<file path="src/rtl/xfer_sched_pkg.sv">
`timescale 1ns/1ps
package xfer_sched_pkg;
    typedef enum logic [1:0] {
        ST_IDLE = 2'd0,
        ST_LOAD = 2'd1,
        ST_RUN  = 2'd2
    } sched_state_t;
endpackage

</file>
<file path="src/rtl/xfer_sched_tick.sv">
`timescale 1ns/1ps
module xfer_sched_tick #(
    parameter int TICK_CYCLES = 320000
) (
    input  logic clk,
    input  logic rst_n,
    output logic tick
);
    localparam int CW = (TICK_CYCLES > 2) ? $clog2(TICK_CYCLES) : 2;
    localparam logic [CW-1:0] LAST = CW'(TICK_CYCLES - 1);

    logic [CW-1:0] cnt_q;

    always_ff @(posedge clk or negedge rst_n) begin
        if (!rst_n)
            cnt_q <= '0;
        else if (cnt_q == LAST)
            cnt_q <= '0;
        else
            cnt_q <= cnt_q + 1'b1;
    end

    assign tick = (cnt_q == LAST);

    // ticks are isolated single-cycle events
    a_r3_tick_isolated: assert property (@(posedge clk) disable iff (!rst_n)
        tick |=> !tick);
endmodule

</file>
<file path="src/rtl/xfer_sched_busy.sv">
`timescale 1ns/1ps
module xfer_sched_busy (
    input  logic clk,
    input  logic rst_n,
    input  logic busy_in,
    output logic busy_s,
    output logic busy_fall
);
    logic meta_q, sync_q, prev_q;

    always_ff @(posedge clk or negedge rst_n) begin
        if (!rst_n) begin
            meta_q <= 1'b0;
            sync_q <= 1'b0;
            prev_q <= 1'b0;
        end else begin
            meta_q <= busy_in;
            sync_q <= meta_q;
            prev_q <= sync_q;
        end
    end

    assign busy_s    = sync_q;
    assign busy_fall = prev_q & ~sync_q;

    // one falling edge gives one trigger cycle
    a_r7_single_fall: assert property (@(posedge clk) disable iff (!rst_n)
        busy_fall |=> !busy_fall);
endmodule

</file>
<file path="src/rtl/xfer_sched.sv">
`timescale 1ns/1ps
module xfer_sched
    import xfer_sched_pkg::*;
#(
    parameter int          DATA_W      = 8,
    parameter int          TICK_CYCLES = 320000,
    parameter logic [7:0]  PAT_FIRST   = 8'h05,
    parameter logic [7:0]  PAT_SECOND  = 8'h50
) (
    input  logic              clk,
    input  logic              rst_n,
    input  logic              edge_mode,
    input  logic              busy_in,
    input  logic              mst_active,
    input  logic              mst_done,
    input  logic [DATA_W-1:0] mst_rx_byte,
    output logic              wr_stb,
    output logic [DATA_W-1:0] wr_byte,
    output logic [DATA_W-1:0] rx_byte
);
    localparam logic [DATA_W-1:0] BYTE_A = DATA_W'(PAT_FIRST);
    localparam logic [DATA_W-1:0] BYTE_B = DATA_W'(PAT_SECOND);

    logic tick, busy_s, busy_fall;
    logic trig, start_ok;
    sched_state_t state_q, state_d;
    logic              stb_q, sel_q;
    logic [DATA_W-1:0] byte_q, rx_q;

    xfer_sched_tick #(.TICK_CYCLES(TICK_CYCLES)) u_tick (
        .clk  (clk),
        .rst_n(rst_n),
        .tick (tick)
    );

    xfer_sched_busy u_busy (
        .clk      (clk),
        .rst_n    (rst_n),
        .busy_in  (busy_in),
        .busy_s   (busy_s),
        .busy_fall(busy_fall)
    );

    assign trig     = edge_mode ? busy_fall : tick;
    assign start_ok = trig && !mst_active && !busy_s;

    always_comb begin
        state_d = state_q;
        unique case (state_q)
            ST_IDLE: if (start_ok) state_d = ST_LOAD;
            ST_LOAD: state_d = ST_RUN;
            ST_RUN:  if (mst_done) state_d = ST_IDLE;
            default: state_d = ST_IDLE;
        endcase
    end

    always_ff @(posedge clk or negedge rst_n) begin
        if (!rst_n) state_q <= ST_IDLE;
        else        state_q <= state_d;
    end

    always_ff @(posedge clk or negedge rst_n) begin
        if (!rst_n) begin
            stb_q  <= 1'b0;
            sel_q  <= 1'b0;
            byte_q <= '0;
            rx_q   <= '0;
        end else begin
            stb_q <= (state_q == ST_IDLE) && start_ok;
            if ((state_q == ST_IDLE) && start_ok) begin
                byte_q <= sel_q ? BYTE_B : BYTE_A;
                sel_q  <= ~sel_q;
            end
            if ((state_q == ST_RUN) && mst_done)
                rx_q <= mst_rx_byte;
        end
    end

    assign wr_stb  = stb_q;
    assign wr_byte = byte_q;
    assign rx_byte = rx_q;

    // strobe is a single-cycle pulse
    a_r10_single_strobe: assert property (@(posedge clk) disable iff (!rst_n)
        wr_stb |=> !wr_stb);
    // a write only follows a cycle where master and slave were both free
    a_r2_gate_open: assert property (@(posedge clk) disable iff (!rst_n)
        wr_stb |-> $past(!mst_active && !busy_s));
    // in tick mode a write only follows a tick
    a_r3_tick_origin: assert property (@(posedge clk) disable iff (!rst_n)
        (wr_stb && !$past(edge_mode)) |-> $past(tick));
    // in edge mode a write only follows a BUSY falling edge
    a_r7_edge_origin: assert property (@(posedge clk) disable iff (!rst_n)
        (wr_stb && $past(edge_mode)) |-> $past(busy_fall));
    // received byte only moves on an end pulse
    a_r6_rx_hold: assert property (@(posedge clk) disable iff (!rst_n)
        !$past(mst_done) |-> $stable(rx_byte));
    // only the two patterns are ever written
    a_r4_pattern: assert property (@(posedge clk) disable iff (!rst_n)
        wr_stb |-> (wr_byte == BYTE_A || wr_byte == BYTE_B));
endmodule

</file>
<file path="config.mk">
export PLATFORM = sky130hd
export DESIGN_NAME = xfer_sched
export DESIGN_NICKNAME = d
export VERILOG_FILES = /design/src/rtl/xfer_sched_pkg.sv /design/src/rtl/xfer_sched_tick.sv /design/src/rtl/xfer_sched_busy.sv /design/src/rtl/xfer_sched.sv
export SDC_FILE = /design/constraint.sdc
export NUM_CORES = 1
export LEC_CHECK = 0
export BUFFER_PORTS_ARGS = -buffer_cell sky130_fd_sc_hd__buf_2
export CORE_AREA = 2 2 74 58
export DETAILED_ROUTE_END_ITERATION = 10
export DIE_AREA = 0 0 76 60
export SLEW_MARGIN = 20
export SYNTH_ARGS = -nofsm -noshare
export SYNTH_HDL_FRONTEND = slang
export SYNTH_SLANG_ARGS = --single-unit
</file>
<file path="constraint.sdc">
create_clock -name clk -period 1.7 [get_ports clk]
set_input_delay 0.17 -clock clk [delete_from_list [all_inputs] [get_ports clk]]
set_output_delay 0.17 -clock clk [all_outputs]
set_load 0.1 [all_outputs]
</file>
==> results.toml <==
[timing]
rsz0062_at_grt = "yes"
slew_headroom_pct = 49.4
fmax_mhz = 555
slew_viol_final = 0
fin_skew_ns = 0.00856
fin_hold_ws_ns = 0.125
finalSetupViolCount = 2
finalHoldViolations = 0
fin_ws_ns = -0.101
period_share_pct = 106
worst_pin_slew_ns = 0.758
final.min_clock_period_ns = 1.80

[setup_path]
worstPathMaxFanout = 2
cp.required_ns = 1.87
crit_path_end_kind = "flop"
rr_worst_depth = 4
critPathLaunchType = "flop"
criticalPathCategory = "reg -> reg"
cp_data_arrival_time_ns = 1.97

[routing]
wire_per_inst_um = 12.8
first_iter_violations = 41
final_antenna_net_count = 0
drtPass1Iterations = 4
vias = 1060
via_per_inst = 4.73
drc_errors = 0
wl_um = 2860

[grt]
grt_max_degree = 36
grt_pass1_wl_um = 4750
grt_pass1_vias = 1052
antenna_found_initial = 0
track_usage_pct = 14.0
grt_overflow_total = 0

[placement]
dp.cells = 215
dp_hpwl_um = 2050
port_buffers = 26
routabilityCongestion = 0.797

[min_path]
whs_path_depth = 2
holdCritPathClass = "in -> reg"

[layout]
stdcell_count = 224
syn_to_final_growth_pct = 26.6
diodes = 0
drive_gt1_share_pct = 36.7
final_core_util_pct = 49.8
nets = 184

[power_and_ir_drop]
clkPwrFrac_pct = 24.7
swShare_pct = 46.3
p_sw_mw = 1.32
p_int_mw = 1.53
p_leak_nw = 0.902
power_density_nw_per_um2 = 1470
ir_drop_uv = 859
pwr-share-seq_pct = 34.5
p_total_mw = 2.84
combPwrFrac_pct = 40.8

[cts]
clock_latency_ns = 0.28
cts-root-buf = "clkbuf_8"
numCtsBuffers = 5
cts_sinks = 35
clk_pin_slew_ns = 0.07
htreeDepth = 2
ctsLongestPathBuffers = 2
tritoncts = "built"

[synthesis]
synth_top_family_by_area = "simple AND/OR/NAND/NOR gates"
yosysSeqAreaShare_pct = 57.4
syn_inst = 125
synth-simple-area-share_pct = 18.1
yosysUniqueCellTypes = 29
synth-compound-area-share_pct = 2.21
synth_top_area_share_pct = 57.4
synth.area.mux_share_pct = 7.54
synthXorXnorAreaFrac_pct = 9.75
synth_seq_cells = 35
synthAdderAreaFrac_pct = 0.820
syn_avg_cell_area_um2 = 12.2
synth_area_leaders = "dfrtp_1, xnor2_1, mux2_2, buf_4, nor2_1"
synth_area_um2 = 1530
synth_largest_area_cell = "dfrtp_1"
ys_warn_count = 0

[outcome]
violations = "setup timing"
outcome = "complete, but fails checks"

[die]
die_height_um = 60
die_w_um = 76
die_area_um2 = 4560
start_util_pct = 39.4
ios = 31
core-area_um2 = 3880
fp-row-count = 20

[run]
drv_cap = 0
[power by group through the flow]
stage / clock network (mW) / logic, mW / registers (mW)
2_1_floorplan: 0 / 0.468 / 1.58
3_3_place_gp: 0 / 1.16 / 0.990
3_5_place_dp: 0 / 1.16 / 0.998
4_1_cts: 0.725 / 1.17 / 0.982
5_1_grt: 0.769 / 1.19 / 0.999
6_report: 0.700 / 1.16 / 0.980
[logic make-up (layout without fill, tap and decap cells)]
group | after synthesis | after routing
AOI/OAI and AO/OA | 3 | 3
xor gates and xnor gates | 17 | 17
adders and majority gates | 1 | 1
buffers and inverters | 9 | 50
DFF | 35 | 35
muxes | 10 | 10
other | 1 | 4
and+or+nand+nor | 49 | 49
[cell usage in the layout, fill, tap and decap left out, types with 4 or more instances in the layout]
cell type and instances:
buf_2 26, clkbuf_8 5, xnor2_1 13, xor2_1 4, nand2_1 4, buf_4 13
nor3_1 4, mux2_2 8, nand3_1 7, dfrtp_1 35, conb_1 4, nor2_1 12
nand4_1 5
[worst max-delay path: stages (launching register included)]
cell	delay (ns)
dfrtp_1	0.38
or4_4	0.53
or2_4	0.26
o31ai_4	0.21
mux2_4	0.32
[routing by layer]
layer  global-route usage, %  part of all wire [%]
met1                    17.0                    45
met4                    7.01                  0.94
met3                    4.38                   4.6
met2                    23.1                    49
met5                       0                     0
[synth_stat cells]
cell       n
and4_1     2
conb_1     1
nor4_1     4
a21oi_1    1
or4_4      1
dfrtp_1   35
o31ai_4    1
xnor2_1   13
or2_4      1
nand2b_1   2
nand3b_1   1
mux2_4     1
o31ai_1    1
nand4_1    5
nor2_1    12
or2_2      1
inv_1      2
nor2b_1    1
xor2_1     4
mux2i_1    1
nand3_1    7
nand2_1    4
buf_4      7
nor3_1     4
and3_1     2
mux2_2     8
nor4_2     1
ha_1       1
nor4bb_1   1
[final cells by class]
| type | count | area [µm²] |
|---|---|---|
| Clock inverter | 1 | 30.0 |
| Fill cell | 372 | 1950 |
| Clock buffer | 6 | 72.6 |
| Timing Repair Buffer | 41 | 248 |
| Tap cell | 55 | 68.8 |
| Sequential cell | 35 | 876 |
| Multi-Input combinational cell | 84 | 629 |
| Inverter | 2 | 7.51 |
[final timing paths]
kind                                start               to  slack, ns
min reg2reg                 u_busy.meta_q    u_busy.busy_s       0.36
max in group asynchronous           rst_n       rx_byte[1]       0.72
min                        mst_rx_byte[3]       rx_byte[3]       0.13
min in group asynchronous           rst_n  u_tick.cnt_q[7]       0.50
max                            state_q[0]       wr_byte[4]      -0.10
max reg2reg                    state_q[0]       wr_byte[4]      -0.10
[flip-flops by register name (all words and copies together), names as in the netlist]
name,cells
u_busy.prev_q,1
wr_byte,2
u_busy.meta_q,1
u_busy.busy_s,1
rx_byte,8
state_q,2
wr_stb,1
u_tick.cnt_q,19
[timing repair]
item | CTS | global route
cloned | 0 | 0
hold endpoints to repair | 36 | 0
setup endpoints to repair | 2 | 12
pin swaps | 0 | 1
resized for setup | 0 | 4
setup buffers | 0 | 0
hold buffers | 2 | 0
[through the flow]
| stage | area (µm²) | TNS (ns) | setup slack (ns) |
|---|---|---|---|
| floorplan | 1540 | -0.109 | -0.109 |
| global placement | 1780 | -0.0678 | -0.0678 |
| detailed placement | 1780 | -0.129 | -0.0996 |
| CTS | 1900 | -0.149 | -0.107 |
| global route | 1930 | -0.344 | -0.145 |
| finish | 1930 | -0.138 | -0.101 |
Power figures use the tool's default switching activity.
